`config.mk`:
```
export PLATFORM = sky130hd
export DESIGN_NAME = fpsr_field_unit
export DESIGN_NICKNAME = d
export VERILOG_FILES = /design/src/rtl/fpsr_field_unit.sv
export SDC_FILE = /design/constraint.sdc
export NUM_CORES = 1
export LEC_CHECK = 0
export ABC_AREA = 1
export BUFFER_PORTS_ARGS = -buffer_cell sky130_fd_sc_hd__buf_2
export CAP_MARGIN = 20
export CORE_ASPECT_RATIO = 1.2
export CORE_MARGIN = 5
export CORE_UTILIZATION = 43
export CTS_CLUSTER_DIAMETER = 60
export DETAILED_ROUTE_END_ITERATION = 12
export HOLD_SLACK_MARGIN = 0.02
export PLACE_DENSITY = 0.74
export SLEW_MARGIN = 20
export SYNTH_ARGS = -nofsm -noshare
export SYNTH_HDL_FRONTEND = slang
export SYNTH_SLANG_ARGS = --single-unit
```
`constraint.sdc`:
```
create_clock -name clk -period 0.97 [get_ports clk]
set_input_delay 0 -clock clk [delete_from_list [all_inputs] [get_ports clk]]
set_output_delay 0 -clock clk [all_outputs]
set_load 0.05 [all_outputs]
```
`src/rtl/fpsr_field_unit.sv`:
```
module fpsr_field_unit (
  input  logic        clk,
  input  logic        rst_n,
  input  logic        op_valid,
  input  logic [2:0]  op_code,
  input  logic [4:0]  op_dst,
  input  logic [4:0]  op_a,
  input  logic [4:0]  op_b,
  input  logic [7:0]  op_mask,
  input  logic [3:0]  op_imm,
  input  logic        op_rec,
  input  logic [63:0] src_val,
  output logic [31:0] fpsr,
  output logic        cr_we,
  output logic [2:0]  cr_idx,
  output logic [3:0]  cr_mask,
  output logic [3:0]  cr_data,
  output logic        rd_valid,
  output logic [63:0] rd_data,
  output logic        illegal
);
  localparam logic [2:0] OP_SET  = 3'd0;
  localparam logic [2:0] OP_CLR  = 3'd1;
  localparam logic [2:0] OP_MASK = 3'd2;
  localparam logic [2:0] OP_IMM  = 3'd3;
  localparam logic [2:0] OP_COPY = 3'd4;
  localparam logic [2:0] OP_READ = 3'd5;
  localparam logic [31:0] READ_HI = 32'hFFF8_0000;

  logic [31:0] fpsr_q, fpsr_d, sticky;
  logic        bad, act;
  logic        unused_src_hi;

  wire [2:0] dfld    = op_dst[4:2];
  wire [2:0] afld    = op_a[4:2];
  wire [3:0] src_nib = fpsr_q[31 - 4*afld -: 4];
  wire       is_copy = op_code == OP_COPY;

  assign unused_src_hi = ^src_val[63:32];

  always_comb begin
    case (op_code)
      OP_SET, OP_CLR, OP_READ: bad = |op_a || |op_b;
      OP_MASK: bad = |op_dst || |op_a;
      OP_IMM:  bad = |op_dst[1:0] || |op_a || |op_b;
      OP_COPY: bad = |op_dst[1:0] || |op_a[1:0] || |op_b;
      default: bad = 1'b1;
    endcase
  end

  assign act     = op_valid && !bad;
  assign illegal = op_valid && bad;

  always_comb begin
    case (afld)
      3'd0:    sticky = 32'h9000_0000;
      3'd1:    sticky = 32'h0F00_0000;
      3'd2:    sticky = 32'h00F0_0000;
      3'd3:    sticky = 32'h0008_0000;
      3'd5:    sticky = 32'h0000_0100;
      default: sticky = 32'h0;
    endcase
  end

  always_comb begin
    fpsr_d = fpsr_q;
    case (op_code)
      OP_SET:  fpsr_d[5'd31 - op_dst] = 1'b1;
      OP_CLR:  fpsr_d[5'd31 - op_dst] = 1'b0;
      OP_MASK:
        for (int i = 0; i < 8; i++)
          if (op_mask[7-i]) fpsr_d[31 - 4*i -: 4] = src_val[31 - 4*i -: 4];
      OP_IMM:  fpsr_d[31 - 4*dfld -: 4] = op_imm;
      OP_COPY: fpsr_d = fpsr_q & ~sticky;
      default: fpsr_d = fpsr_q;
    endcase
  end

  always_ff @(posedge clk or negedge rst_n)
    if (!rst_n)   fpsr_q <= '0;
    else if (act) fpsr_q <= fpsr_d;

  assign fpsr     = fpsr_q;
  assign cr_we    = act && (is_copy || (op_rec && op_code <= OP_IMM));
  assign cr_idx   = is_copy ? dfld : 3'd1;
  assign cr_mask  = is_copy ? 4'hF : 4'hE;
  assign cr_data  = is_copy ? src_nib : 4'h0;
  assign rd_valid = act && op_code == OP_READ;
  assign rd_data  = {READ_HI, fpsr_q};
endmodule

```
* After elaboration in Yosys (flattened, before gate mapping)
Index checks and enable logic that the tools add are counted.
** Storage, ports and cells
- Register bits after elaboration :: 32
- Word-level logic and storage cells :: 88
- Input bits :: 98
- Output and inout bits :: 110
** Operators by class
- Equality and inequality tests :: 17
- Shifts and indexed selects :: 3
- $lt $le $gt $ge :: 3
- Bitwise logic cells :: 5
- Add/subtract/negate cells :: 4
- Reductions and logical operators :: 31
- Mux-type cells :: 17
** Operators by type and width (number)
- case mux 32 bit (5 select lines) :: 2
- bitwise AND 32 bit :: 2
- NOT 32 bit :: 2
- 2-to-1 mux 4 bit :: 9
- variable shift 4 x 34 -> 35 bit, first input constant :: 1
- indexed part select 35 x 33 -> 4 bit :: 1
- indexed part select 4 x 34 -> 35 bit :: 1
- negator 32 -> 34 bit :: 1
- bitwise mux 32 bit :: 1
- OR 32 bit :: 1
- AND reduction 3 bit :: 8
- inequality test 2 bit, second input constant :: 8
- OR reduction 5 bit :: 3
- equality test 3 x 2 -> 1 bit, second input constant :: 4
- subtractor 5 x 5 -> 6 bit, first input constant :: 2
- equality test 3 bit, second input constant :: 3
- logical OR 1 bit :: 7
- equality test 3 x 1 -> 1 bit, second input constant :: 2
- logical AND 1 bit :: 6
- logical NOT 3 bit :: 2
- less-than comparator 5 x 6 -> 1 bit, second input constant :: 1
- demux 1 bit (select 5 bit) :: 1
- >= comparator 5 x 1 -> 1 bit, second input constant :: 1
- nonzero test 5 bit :: 1
- other kinds (8) :: 10

* Logic depth before layout (Yosys ltp)
- Depth in word-level cells :: 8
- Depth in mapped cells :: 12
- Gate-level depth less buffers :: 10

* Least setup slack after synthesis
Ideal clock, no wire load.
- Kind :: input -> output
- From :: input port op_dst[2]
- To :: output port rd_valid
- Arrival :: 1.909 ns
- Slack :: -0.939 ns
- Data required time :: 0.970 ns
- Stages :: 9
- Buffers on the path :: 2
- Cell sequence :: buf_2 -> nor2_1 -> nand3_1 -> nand2_1 -> inv_2 -> nor2_4 -> buf_6 -> nand3_4 -> nor3_1
** On the way
- Longest elaborated chain between the ends :: 6
** RTL lines
- start, declared :: RTL line 6 : input logic [4:0] op_dst,
- OR reduction 5 bit :: RTL line 44 : OP_MASK: bad = |op_dst || |op_a;
- logical OR 1 bit :: RTL line 44
- case mux 1 bit (4 select lines) :: RTL line 42 : case (op_code)
- logical NOT 1 bit :: RTL line 51 : assign act = op_valid && !bad;
- logical AND 1 bit :: RTL line 51
- logical AND 1 bit :: RTL line 88 : assign rd_valid = act && op_code == OP_READ;
- end, declared :: RTL line 18 : output logic rd_valid,
No other way between the ends.

* Worst setup path in the final report
- From :: register fpsr_q[16], in the netlist fpsr[16]
- To :: output port cr_data[0]
** On the way
- Longest elaborated chain between the ends :: 2
** RTL lines
- start, declared :: RTL line 30 : logic [31:0] fpsr_q, fpsr_d, sticky;
- start signal, assigned :: RTL line 81 : else if (act) fpsr_q <= fpsr_d;
- indexed part select 35 x 33 -> 4 bit :: RTL line 36 : wire [3:0] src_nib = fpsr_q[31 - 4*afld -: 4];
- 2-to-1 mux 4 bit :: RTL line 87 : assign cr_data = is_copy ? src_nib : 4'h0;
- end, declared :: RTL line 17 : output logic [3:0] cr_data,
No other way between the ends.

==> impl_metrics.json <==
{
  "status": "finished, violations left",
  "failed_checks": "negative setup slack",
  "hold_ws_ns": 0.0561,
  "ys_top_cells_by_count": "nand2_1, nand3_1, nor2_1, inv_1, buf_4",
  "grt_max_degree": 35,
  "drive_gt1_share_pct": 45.3,
  "vias_per_cell": 5.65,
  "ys_seq_area_share_pct": 18.5,
  "use_met1_pct": 37.9,
  "clk_latency_ns": 0.28,
  "wl_per_cell_um": 17.8,
  "htree_levels": 2,
  "worstPathRequired_ns": 0.97,
  "synth.most_common_cell": "nand2_1",
  "route.detailed.drc": 0,
  "syn_area_um2": 4330,
  "area_growth_pct": 69.9,
  "cp.arrival_ns": 1.42,
  "hold_class": "primary input to flop",
  "finalCriticalPeriod_ns": 1.42,
  "rows": 40,
  "drt_iter0_drc": 1120,
  "holdPathStages": 5,
  "synth_top_area_share_pct": 20.5,
  "largest_reg_flops": 32,
  "dieWidth_um": 102,
  "rr_endpoint": "fpsr[14]",
  "cts-buffers-inserted": 5,
  "final_nets": 1089,
  "rr_startpoint": "fpsr[14]",
  "async_flop_share_pct": 100,
  "slowest_delay_ns": 0.38,
  "grtUsageTotal_pct": 29.7,
  "finalCritPeriodShare_pct": 147,
  "cts_tree": "built",
  "port_buffers": 140,
  "core_area_um2": 9960,
  "drt-pass1-iter-count": 8,
  "use_met2_pct": 47.7,
  "synth_area_leader_cell": "nand2_1",
  "slowest_stage": "dfrtp_2",
  "grt_pass1_vias": 5708,
  "regToRegSetupSlack_ns": -0.34,
  "worst-r2r-cell-count": 7,
  "cp_max_fo": 2,
  "synth_edf_count": 0,
  "ys_warn_count": 0,
  "clockBufferDepth": 2,
  "hold_viol_final": 0,
  "finalPower_uw": 5970,
  "critPathLaunchType": "flop",
  "irDropWorstVdd_mv": 0.568,
  "p_leak_uw": 0.00364,
  "path_cells": "inv_2, o2111ai_2, nand2_2, a21oi_4, buf_6",
  "drt-total-wl_mm": 19.9,
  "rsz0062_at_grt": "yes",
  "ios": 208,
  "design.die.area_um2": 12200,
  "setup_viol_count_final": 103,
  "vias": 6319,
  "fin_ws_ns": -0.454,
  "fmax_mhz": 702,
  "start_util_pct": 43.5,
  "powerDensity_nw_per_um2": 810,
  "diodes": 0,
  "ys_ff_latch": 32,
  "cts_sinks": 32,
  "dp_hpwl_mm": 13.1,
  "gp_congestion": 1.01,
  "cts.reportedPaths.clkPinSlew_ns": 0.06,
  "pre_cts_slack_ns": -0.602,
  "synth_ff_type": "dfrtp_1",
  "die_y_um": 120,
  "globalRoute.busiestLayer": "met2",
  "fin_skew_ns": 0,
  "grt_pass1_wl_mm": 28.9,
  "grt_overflow_total": 0,
  "root_buffer": "clkbuf_16",
  "yosysUniqueCellTypes": 31,
  "hp-start": "src_val[11]",
  "gr-usage-met3_pct": 4.53,
  "critical_path_class": "flop to primary output",
  "avgSynthCellArea_um2": 5.61,
  "syn_inst": 772,
  "whs_endpoint": "fpsr[11]",
  "yosys-top-cells-area": "nand2_1, dfrtp_1, nand3_1, buf_4, nor2_1",
  "antenna_found_initial": 0,
  "maxCapViolCount": 0,
  "ant_nets": 0,
  "finalMaxSlewViolations": 0,
  "setup.worst_path.end_class": "primary output"
}
## power breakdown
group	total (uW)	internal (uW)	switching (uW)	leakage, uW
sequential	1410	1370	39.2	0.000392
combinational	2530	895	1630	0.00315
clock	2030	1350	671	0.0000901
total	5970	3620	2340	0.00364
## worst max path at each step
stage | start | to | slack [ns] | depth (start not counted)
after floorplan | op_dst[3] | rd_valid | -0.35 | 9
after global placement | op_code[1] | fpsr[24] | -0.59 | 10
after detailed placement | op_code[1] | fpsr[24] | -0.60 | 10
after CTS | fpsr[14] | cr_data[2] | -0.37 | 5
after global routing | fpsr[14] | cr_data[2] | -0.47 | 5
final | fpsr[16] | cr_data[0] | -0.45 | 5
## metal layers
layer / share of wire [%] / vias up
met5: 0 / -
met4: 8.1 / 0
met3: 13 / 163
met2: 45 / 554
met1: 35 / 2789
li1: - / 2813
## placed cells by master (no fill, tap or decap), types with 2 or more instances in the layout
cell	instances
nand3_2	25
nor2_4	17
nor3_4	2
nand2_8	2
a21oi_4	4
buf_6	83
o21ai_2	6
buf_4	70
nand3b_1	3
o211ai_1	3
nand2_2	13
clkbuf_8	2
buf_2	60
nand3_1	86
inv_1	47
o21ai_0	25
buf_12	10
o22ai_2	2
a21oi_1	3
inv_2	25
nand2_1	227
conb_1	35
nand4_1	16
buf_8	52
o21ai_1	11
nand2_4	3
dfrtp_2	32
a21oi_2	5
o22ai_1	2
clkbuf_16	5
nor2_1	82
o2111ai_2	4
inv_4	3
nor2_2	18
## area by class of cell
class                           instances  area, um2
Timing Repair Buffer                  276       2750
Multi-Input combinational cell        599       3130
Inverter                               77        302
Fill cell                             692       2600
Tap cell                              126        158
Sequential cell                        32        841
Clock inverter                          1       30.0
Clock buffer                            7        153
## worst max-delay path, delay by kind of cell, from the launching register on
kind / cells / cell delay (ns)
AOI/OAI and AO/OA: 2 / 0.42
buffers and inverters: 2 / 0.23
DFF: 1 / 0.38
and+or+nand+nor: 1 / 0.12
## stage by stage
stage          cells  utilization, %  area [um2]  TNS (ns)
4_1_cts         1111            70.4        7020     -6.34
3_3_place_gp    1092            58.6        5830    -16.29
3_5_place_dp    1092            58.6        5830    -16.97
5_1_grt         1118            73.9        7360    -11.94
2_1_floorplan    805               -        4670     -5.49
6_report        1118            73.9        7360     -8.81
## what timing repair did
action | in CTS | in global routing
setup endpoints to repair | 106 | 106
buffers inserted | 12 | 21
gates resized for setup | 275 | 103
pin swaps | 61 | 57
gates cloned | 1 | 0
hold buffers | 1 | 0
hold endpoints to repair | 32 | 0
## cells by family (layout without fill, tap and decap cells)
| kind of cell | after synthesis | count (layout) | synth area share [%] |
|---|---|---|---|
| simple gates | 497 | 497 | 50.3 |
| other cells | 2 | 35 | 0.173 |
| compound gates | 67 | 67 | 8.46 |
| buf+inv | 174 | 361 | 22.6 |
| flops | 32 | 32 | 18.5 |
(Power assumes the default switching activity.)
